<file path="src/rtl/phy_mgmt_pkg.sv">
package phy_mgmt_pkg;

  localparam int DW = 16;
  localparam int AW = 5;

  // register numbers whose behaviour differs
  localparam logic [AW-1:0] A_CTRL   = 5'd0;
  localparam logic [AW-1:0] A_STAT   = 5'd1;
  localparam logic [AW-1:0] A_ID     = 5'd2;
  localparam logic [AW-1:0] A_EXTID  = 5'd3;
  localparam logic [AW-1:0] A_ADV    = 5'd4;
  localparam logic [AW-1:0] A_PARTN  = 5'd5;
  localparam logic [AW-1:0] A_GCTRL  = 5'd9;
  localparam logic [AW-1:0] A_GSTAT  = 5'd10;
  localparam logic [AW-1:0] A_VCTRL  = 5'd16;
  localparam logic [AW-1:0] A_VSTAT  = 5'd17;

  localparam logic [DW-1:0] RST_CTRL  = 16'h1140;
  localparam logic [DW-1:0] STAT_BASE = 16'h7969;
  localparam logic [DW-1:0] ID_VALUE  = 16'h0141;
  localparam logic [DW-1:0] RST_ADV   = 16'h01E1;
  localparam logic [DW-1:0] PARTN_VAL = 16'h01E0;
  localparam logic [DW-1:0] GCTRL_VAL = 16'h1E00;
  localparam logic [DW-1:0] GSTAT_VAL = 16'h3C00;
  localparam logic [DW-1:0] RST_VCTRL = 16'h0068;

  localparam int CTRL_RST_BIT  = 15;
  localparam int STAT_LINK_BIT = 2;
  localparam int VSTAT_LINK_BIT = 10;

  typedef enum logic [1:0] {
    K_ABSENT,   // unmapped or unimplemented: reads 0, writes dropped
    K_STORE,    // write data stored
    K_FIXED     // read-only
  } reg_kind_e;

  function automatic reg_kind_e kind_of(input logic [AW-1:0] a);
    case (a)
      A_CTRL, A_ADV, A_VCTRL: return K_STORE;
      A_STAT, A_ID, A_EXTID, A_PARTN, A_GCTRL, A_GSTAT, A_VSTAT: return K_FIXED;
      default: return K_ABSENT;
    endcase
  endfunction

  function automatic logic [DW-1:0] stat_word(input logic latched);
    logic [DW-1:0] w;
    w = STAT_BASE;
    w[STAT_LINK_BIT] = latched;
    return w;
  endfunction

  function automatic logic [DW-1:0] vstat_word(input logic live);
    logic [DW-1:0] w;
    w = '0;
    w[VSTAT_LINK_BIT] = live;
    return w;
  endfunction

endpackage

</file>
<file path="src/rtl/phy_access_decode.sv">
module phy_access_decode
  import phy_mgmt_pkg::*;
(
  input  logic          wr_en_i,
  input  logic          rd_en_i,
  input  logic [AW-1:0] addr_i,
  input  logic [DW-1:0] wdata_i,
  output logic          wr_ctrl_o,
  output logic          wr_adv_o,
  output logic          wr_vctrl_o,
  output logic          soft_hit_o,
  output logic          stat_rd_o
);
  reg_kind_e kind;
  logic      store_wr;

  always_comb begin
    kind       = kind_of(addr_i);
    store_wr   = wr_en_i && (kind == K_STORE);
    soft_hit_o = store_wr && (addr_i == A_CTRL) && wdata_i[CTRL_RST_BIT];
    wr_ctrl_o  = store_wr && (addr_i == A_CTRL) && !wdata_i[CTRL_RST_BIT];
    wr_adv_o   = store_wr && (addr_i == A_ADV);
    wr_vctrl_o = store_wr && (addr_i == A_VCTRL);
    stat_rd_o  = rd_en_i && (addr_i == A_STAT);
  end
endmodule

</file>
<file path="src/rtl/phy_link_track.sv">
module phy_link_track (
  input  logic clk,
  input  logic rst_n,
  input  logic link_up_i,
  input  logic stat_rd_i,
  output logic live_o,
  output logic latched_o
);
  always_ff @(posedge clk or negedge rst_n) begin
    if (!rst_n) begin
      live_o    <= 1'b0;
      latched_o <= 1'b0;
    end else begin
      live_o <= link_up_i;
      if (!link_up_i)      latched_o <= 1'b0;
      else if (stat_rd_i)  latched_o <= live_o;
    end
  end


  latched_rise_chk: assert property (@(posedge clk) disable iff (!rst_n)
    $rose(latched_o) |-> $past(stat_rd_i));

  down_clear_chk: assert property (@(posedge clk) disable iff (!rst_n)
    !link_up_i |=> !latched_o);

  live_follow_chk: assert property (@(posedge clk) disable iff (!rst_n)
    1'b1 |=> live_o == $past(link_up_i));
endmodule

</file>
<file path="src/rtl/phy_store_regs.sv">
module phy_store_regs
  import phy_mgmt_pkg::*;
(
  input  logic          clk,
  input  logic          rst_n,
  input  logic          wr_ctrl_i,
  input  logic          wr_adv_i,
  input  logic          wr_vctrl_i,
  input  logic          soft_hit_i,
  input  logic [DW-1:0] wdata_i,
  output logic [DW-1:0] ctrl_o,
  output logic [DW-1:0] adv_o,
  output logic [DW-1:0] vctrl_o,
  output logic          soft_req_o
);
  always_ff @(posedge clk or negedge rst_n) begin
    if (!rst_n) begin
      ctrl_o     <= RST_CTRL;
      adv_o      <= RST_ADV;
      vctrl_o    <= RST_VCTRL;
      soft_req_o <= 1'b0;
    end else begin
      if (wr_ctrl_i)  ctrl_o  <= wdata_i;
      if (wr_adv_i)   adv_o   <= wdata_i;
      if (wr_vctrl_i) vctrl_o <= wdata_i;
      soft_req_o <= soft_hit_i;
    end
  end


  ctrl_hold_chk: assert property (@(posedge clk) disable iff (!rst_n)
    soft_hit_i |=> $stable(ctrl_o) && soft_req_o);

  one_target_chk: assert property (@(posedge clk) disable iff (!rst_n)
    $onehot0({wr_ctrl_i, wr_adv_i, wr_vctrl_i, soft_hit_i}));
endmodule

</file>
<file path="src/rtl/phy_mgmt_regs.sv">
module phy_mgmt_regs
  import phy_mgmt_pkg::*;
(
  input  logic          clk,
  input  logic          rst_n,
  input  logic [DW-1:0] ext_id_i,
  input  logic          link_up_i,
  input  logic          wr_en_i,
  input  logic          rd_en_i,
  input  logic [AW-1:0] addr_i,
  input  logic [DW-1:0] wdata_i,
  output logic [DW-1:0] rdata_o,
  output logic          soft_reset_req_o
);
  logic          wr_ctrl, wr_adv, wr_vctrl, soft_hit, stat_rd;
  logic          live, latched;
  logic [DW-1:0] ctrl_q, adv_q, vctrl_q, rd_mux;

  phy_access_decode u_dec (
    .wr_en_i(wr_en_i), .rd_en_i(rd_en_i), .addr_i(addr_i), .wdata_i(wdata_i),
    .wr_ctrl_o(wr_ctrl), .wr_adv_o(wr_adv), .wr_vctrl_o(wr_vctrl),
    .soft_hit_o(soft_hit), .stat_rd_o(stat_rd)
  );

  phy_link_track u_link (
    .clk(clk), .rst_n(rst_n), .link_up_i(link_up_i), .stat_rd_i(stat_rd),
    .live_o(live), .latched_o(latched)
  );

  phy_store_regs u_store (
    .clk(clk), .rst_n(rst_n), .wr_ctrl_i(wr_ctrl), .wr_adv_i(wr_adv),
    .wr_vctrl_i(wr_vctrl), .soft_hit_i(soft_hit), .wdata_i(wdata_i),
    .ctrl_o(ctrl_q), .adv_o(adv_q), .vctrl_o(vctrl_q), .soft_req_o(soft_reset_req_o)
  );

  always_comb begin
    case (addr_i)
      A_CTRL:  rd_mux = ctrl_q;
      A_STAT:  rd_mux = stat_word(latched);
      A_ID:    rd_mux = ID_VALUE;
      A_EXTID: rd_mux = ext_id_i;
      A_ADV:   rd_mux = adv_q;
      A_PARTN: rd_mux = PARTN_VAL;
      A_GCTRL: rd_mux = GCTRL_VAL;
      A_GSTAT: rd_mux = GSTAT_VAL;
      A_VCTRL: rd_mux = vctrl_q;
      A_VSTAT: rd_mux = vstat_word(live);
      default: rd_mux = '0;
    endcase
  end

  always_ff @(posedge clk or negedge rst_n) begin
    if (!rst_n)       rdata_o <= '0;
    else if (rd_en_i) rdata_o <= rd_mux;
  end


  rdata_hold_chk: assert property (@(posedge clk) disable iff (!rst_n)
    !rd_en_i |=> $stable(rdata_o));

  gstat_fixed_chk: assert property (@(posedge clk) disable iff (!rst_n)
    (rd_en_i && addr_i == A_GSTAT) |=> rdata_o == 16'h3C00);

  ro_write_chk: assert property (@(posedge clk) disable iff (!rst_n)
    (wr_en_i && kind_of(addr_i) != K_STORE) |=>
      $stable(ctrl_q) && $stable(adv_q) && $stable(vctrl_q));

  absent_zero_chk: assert property (@(posedge clk) disable iff (!rst_n)
    (rd_en_i && kind_of(addr_i) == K_ABSENT) |=> rdata_o == '0);
endmodule

</file>
<file path="config.mk">
export PLATFORM = sky130hd
export DESIGN_NAME = phy_mgmt_regs
export DESIGN_NICKNAME = d
export VERILOG_FILES = /design/src/rtl/phy_mgmt_pkg.sv /design/src/rtl/phy_access_decode.sv /design/src/rtl/phy_link_track.sv /design/src/rtl/phy_store_regs.sv /design/src/rtl/phy_mgmt_regs.sv
export SDC_FILE = /design/constraint.sdc
export NUM_CORES = 1
export LEC_CHECK = 0
export ABC_AREA = 1
export BUFFER_PORTS_ARGS = -buffer_cell sky130_fd_sc_hd__clkbuf_2
export CAP_MARGIN = 20
export CORE_MARGIN = 2
export CORE_UTILIZATION = 38
export CTS_BUF_LIST = sky130_fd_sc_hd__clkbuf_2 sky130_fd_sc_hd__clkbuf_4 sky130_fd_sc_hd__clkbuf_8
export CTS_CLUSTER_DIAMETER = 60
export DETAILED_ROUTE_END_ITERATION = 12
export PLACE_DENSITY = 0.67
export SLEW_MARGIN = 20
export SYNTH_ARGS = -nofsm -noshare
export SYNTH_HDL_FRONTEND = slang
export SYNTH_SLANG_ARGS = --single-unit
</file>
<file path="constraint.sdc">
create_clock -name clk -period 1.05 [get_ports clk]
set_input_delay 0.105 -clock clk [delete_from_list [all_inputs] [get_ports clk]]
set_output_delay 0.105 -clock clk [all_outputs]
set_load 0.1 [all_outputs]
</file>
## Yosys cells after proc, flatten, opt, wreduce, memory -nomap -nowiden

Memory sizes are Yosys's and may differ from the RTL's.
Index checks and enable logic that the tools add are counted.
W data, S select, Z words.

- Flip-flop bits (word level): 67
- Bits in latches: 0
- Memories: 1
- RAM bits: 0
- ROM bits: 64

Memories:

| memory | words | width | rd ports | clocked after Yosys merged registers in | write ports | RTL line | text |
|---|---|---|---|---|---|---|---|
| (name not given) | 32 | 2 | 1 | 0 | 0 | phy_mgmt_pkg.sv:38 | `case (a)` |

- Mux-type cells: 3
- Bitwise operators: 0
- Div/mod/pow operators: 0
- $add $sub $neg: 0
- Shift operators: 0
- Reductions and logical operators: 9
- Multipliers: 0
- Order comparisons: 0
- Equal/unequal tests: 11

Operator list:

| cell | count |
|---|---|
| $pmux W16 S10 | 1 |
| $eq A5 B2 Y1 const B | 2 |
| $eq A5 B3 Y1 const B | 2 |
| $eq A5 B4 Y1 const B | 2 |
| $eq A5 B5 Y1 const B | 2 |
| $logic_and A1 B1 Y1 | 7 |
| $eq A5 B1 Y1 const B | 1 |
| $logic_not A5 Y1 | 1 |
| $eq A2 B1 Y1 const B | 1 |
| $mux W1 | 2 |
| $ne A2 B1 Y1 const B | 1 |
| $logic_not A1 Y1 | 1 |

## Logic depth before layout (Yosys ltp)

An unclocked memory read counts as a cell.

- Depth in word-level cells: 5
- Depth in mapped cells: 12

## By module

Synthesis repeated with hierarchy kept, for this count alone.

- Cells, all modules: 471
- Area total of the unflattened synthesis: 3520.9 µm²

By module, submodules not included:

| module | area each (µm²) | instances | cells an instance |
|---|---|---|---|
| phy_store_regs | 1951.9 | 1 | 205 |
| phy_mgmt_regs | 1348.8 | 1 | 228 |
| phy_access_decode | 152.6 | 1 | 32 |
| phy_link_track | 67.6 | 1 | 6 |

## Least setup slack after synthesis

No wires, ideal clock.

- Kind: input -> register
- From: input port addr_i[0]
- To: register u_store.ctrl_o[5]
- Setup time: 0.119 ns
- Setup slack: -0.346 ns
- Path buffers: 1
- Stages: 10
- Data arrival time: 1.277 ns
- Data required time: 0.931 ns
- Path through: inv_1 -> ha_1 -> inv_1 -> nor2_2 -> nand2_2 -> inv_2 -> nand4_2 -> buf_2 -> nand2_1 -> nand2_1

- Cells in the longest elaborated chain, start to end: 5
- Elaborated cells on any way between the ends: 6

RTL lines:

| what | RTL line | text |
|---|---|---|
| from (decl) | phy_mgmt_regs.sv:10 | `input logic [AW-1:0] addr_i,` |
| $mem_v2 Z32 W2 | n/a |  |
| $eq A2 B1 Y1 | phy_access_decode.sv:19 | `store_wr = wr_en_i && (kind == K_STORE);` |
| $logic_and A1 B1 Y1 | phy_access_decode.sv:19 |  |
| $logic_and A1 B1 Y1 (*) (2 in series) | phy_access_decode.sv:21 | `wr_ctrl_o = store_wr && (addr_i == A_CTRL) && !wdata_i[CTRL_RST_BIT];` |
| to (signal assigned) | phy_store_regs.sv:23 | `if (wr_ctrl_i) ctrl_o <= wdata_i;` |
| to (decl) | phy_store_regs.sv:11 | `output logic [DW-1:0] ctrl_o,` |

Mark *: on every way between the ends. The rest lies on a longest branch, timed or not.
A chain may end at the register's enable or synchronous reset.

## Worst setup path after layout

- From: input port addr_i[0]
- To: register u_store.vctrl_o[11]

- Cells in the longest elaborated chain, start to end: 4
- Elaborated cells on any way between the ends: 5

RTL lines:

| what | RTL line | text |
|---|---|---|
| $mem_v2 Z32 W2 | n/a |  |
| $eq A2 B1 Y1 | phy_access_decode.sv:19 |  |
| $logic_and A1 B1 Y1 | phy_access_decode.sv:19 |  |
| $logic_and A1 B1 Y1 (*) | phy_access_decode.sv:23 | `wr_vctrl_o = store_wr && (addr_i == A_VCTRL);` |
| to (signal assigned) | phy_store_regs.sv:25 | `if (wr_vctrl_i) vctrl_o <= wdata_i;` |
| to (decl) | phy_store_regs.sv:13 | `output logic [DW-1:0] vctrl_o,` |

Marked as above.

==> results.md <==
* Status: finished with violations
* Failing checks: setup timing
* Routed vias/inst at 5.290
* Syn_area_per_cell at 7.809 um^2
* Worst skew pair latency at 0.35 ns
* Worst EP arrival at 1.53 ns
* Clock transition at the registers of the reported paths at 0.08 ns
* Antenna violations before repair at 0
* Die width at 98.66 um
* Comb pwr share at 18.9%
* Metal1 wirelength at 4.627 mm
* # DRC at 0
* Mux contribution to synthesized area at 0%
* Inserted Clock Buffers at 9
* TritonRoute pass-1 iters at 5
* Final Hold Viols at 0
* Leakage dissipation at 2.874 nW
* Util after Layout at 63.39%
* Internal power at 4.661 mW
* Total Routed Length at 11.70 mm
* Buffers on Ports at 58
* Top cell type's share of synthesized area at 41.16%
* Seq cells post-synth at 67
* First-pass GRT wire length at 16.58 mm
* # clock sinks at 67
* Top sig layer: met4
* 1st-iter DRT viols at 281
* Maximum VDD drop at 0.6650 mV
* Total GRT Usage at 21.78%
* Htree depth at 3
* Die height at 98.66 um
* CP Class: in -> reg
* Worst slew pin tran at 0.3620 ns
* Pin count of the biggest net entering global routing at 68
* CTS Root Buffer Type: clkbuf_8
* Met2 WL post-DR at 5.981 mm
* Routed Antenna Nets at 0
* Clk pwr share at 38.7%
* Synth cell types at 26
* Worst hold path type: in -> reg
* Vias at 3571
* Core ar. at 0.008721 mm^2
* R2R Setup Slk at -0.03 ns
* DP Wirelength at 7.017 mm
* Clk_skew at 0.008127 ns
* F_max at 800.3 MHz
* RSZ-0062 raised after global routing: true
* Area delta synth->final at 62.37%
* Min Tclk post-route at 1.249 ns
* Cell taking the most area after synthesis: dfrtp_1
* IO Pins at 59
* Post-synthesis adder-cell area fraction at 1.470%
* Worst setup margin at -0.1995 ns
* Fin Hold WS at 0.01176 ns
* Pwr dens at 1180 mW/mm^2
* Max-slew headroom at 75.87%
* Filler instances at 667
* EDFF count, synth at 0
* Largest family of logic cells by synthesized area: simple AND/OR/NAND/NOR gates
* Crit start category: input pin
* Sw Share at 28.57%
* Synth Instances at 436
* Final std cells w/o fill at 675
* Post-synthesis xor/xnor area fraction at 0%
* Placer Congestion at 0.9079
* Wire length per cell at 17.33 um
* Slew Viols, Final at 0
* Simple-gate share of the synthesized area at 33.08%
* Syn_nets at 482
* Ys Warns at 0
* Worst path required time at 1.33 ns
* Die area at 0.009733 mm^2
* Sequential fraction of the synthesis area at 49.65%
* CTS tree: done
* Met3 routed WL at 603 um
* CTS Buffer Depth at 2
* Ys async rst share at 100.0%
* Nets at 608
* Pre-CTS WS at -0.5302 ns
* Critical Path End Type: register
* MaxCap Viol Count at 0
* Complex-gate fraction of the synthesized area at 8.673%
* GR Overflow Total at 0
* Synth top area cells: dfrtp_1, nand2_1, dfstp_2, nand3_1, o21ai_0
* Period utilization at 119.0%
* FP Rows at 34
* Switch Pwr at 1.864 mW
* Mapped cell area at 0.003405 mm^2
* # setup viols final at 68
* Final antenna diode count at 0
* Initial core utilization at 39.04%
* Flop pwr share at 42.4%
* DP Cell Count at 626
* Crit-path max FO at 8
* Layout cells sized above 1 at 49.03%
* Vias in the first global route at 3389
* Top FF cell, synth: dfrtp_1
## cells in the final DEF (no fill, tap or decap), types with 3 or more instances in the layout
master / count
nor2_2: 9
clkbuf_16: 3
nand2_2: 31
inv_2: 5
nand2_1: 122
dfrtp_2: 16
clkbuf_8: 11
clkbuf_2: 38
o21ai_0: 10
buf_6: 10
nand2_8: 3
nand3_1: 38
o21ai_1: 25
nand2_4: 11
dfstp_2: 11
nor2_8: 3
nand3_2: 13
buf_4: 37
nor2_4: 5
nor2_1: 12
dfrtp_1: 40
buf_12: 29
o21ai_2: 22
inv_1: 26
dlygate4sd3_1: 8
## synthesized netlist by cell type, types with 4 or more instances
master and n:
nor2_1 22, clkbuf_1 6, nand3_1 52, ha_1 4, nand2_2 4, inv_1 32, nand2_1 161, buf_2 4
dfrtp_1 56, o21ai_1 6, dfstp_2 11, o21ai_0 51, buf_6 5
## per-layer routing
metal,up-vias,global-route usage (%)
met5,-,0
met4,0,10.96
met3,36,3.972
met2,141,36.05
met1,1737,27.41
li1,1657,-
## timing repair
action / 4_1_cts / 5_1_grt
setup buffers: 11 / 11
pin swaps: 16 / 24
hold endpoints to repair: 66 / 0
hold buffers: 8 / 0
setup endpoints to repair: 80 / 81
gates resized for setup: 34 / 104
cloned: 2 / 4
## final cells by class
| cell class | count | area, um^2 | area share [%] |
|---|---|---|---|
| clock buffer | 12 | 158.9 | 2.875 |
| sequential | 67 | 1710 | 30.94 |
| timing repair buffer | 129 | 1359 | 24.58 |
| multi-input combinational | 318 | 1919 | 34.72 |
| tap | 108 | 135.1 | 2.445 |
| clock inverter | 4 | 72.57 | 1.313 |
| inverter | 37 | 172.7 | 3.124 |
## critical path, cell delays in order
cell       delay (ns)
clkbuf_16        0.13
clkinv_8         0.04
ha_4             0.14
nand2_2          0.06
nor2_1           0.12
nand2_1          0.11
nor2_4           0.17
nand2_8          0.12
nor2_8           0.15
buf_12           0.13
buf_12           0.12
nand2_1          0.05
o21ai_1          0.07
## per-stage QoR
step / total power, mW / cell area (um^2) / TNS, ns
after floorplan: 3.321 / 3563 / -8.976
after global placement: 3.834 / 4493 / -29.77
after detailed placement: 3.854 / 4493 / -31.46
after CTS: 6.423 / 5097 / -1.698
after global routing: 6.763 / 5528 / -9.290
final: 6.525 / 5528 / -7.223
## path summary, 6_finish.rpt
kind / from / cells past startpoint / to
min: wdata_i[11] / 3 / u_store.adv_o[11]$_DFFE_PN0P_
max in group asynchronous: rst_n / 3 / u_store.vctrl_o[5]$_DFFE_PN1P_
max: addr_i[0] / 13 / u_store.vctrl_o[11]$_DFFE_PN0P_
max reg2reg: u_store.adv_o[9]$_DFFE_PN0P_ / 6 / rdata_o[9]$_DFFE_PN0P_
min in group asynchronous: rst_n / 3 / u_store.adv_o[9]$_DFFE_PN0P_
min reg2reg: u_store.ctrl_o[6]$_DFFE_PN1P_ / 2 / u_store.ctrl_o[6]$_DFFE_PN1P_
## flip-flops by register name (all words and copies together) (netlist names)
signal / cells
u_store.ctrl_o: 16
rdata_o: 16
u_link.live_o: 1
u_store.soft_req_o: 1
u_link.latched_o: 1
u_store.vctrl_o: 16
u_store.adv_o: 16
## cells by family (layout without fill, tap and decap cells)
| family | count (synthesis) | in the layout |
|---|---|---|
| and+or+nand+nor | 253 | 255 |
| AOI/OAI and AO/OA | 59 | 59 |
| DFF | 67 | 67 |
| buffers and inverters | 53 | 182 |
| adders and majority gates | 4 | 4 |
## power groups by stage
stage / sequential, mW / clock, mW / combinational (mW)
3_5_place_dp: 2.81 / 0 / 1.04
4_1_cts: 2.76 / 2.53 / 1.13
2_1_floorplan: 3.06 / 0 / 0.265
5_1_grt: 2.78 / 2.68 / 1.30
3_3_place_gp: 2.81 / 0 / 1.03
6_report: 2.77 / 2.52 / 1.24
(Power assumes the default switching activity.)
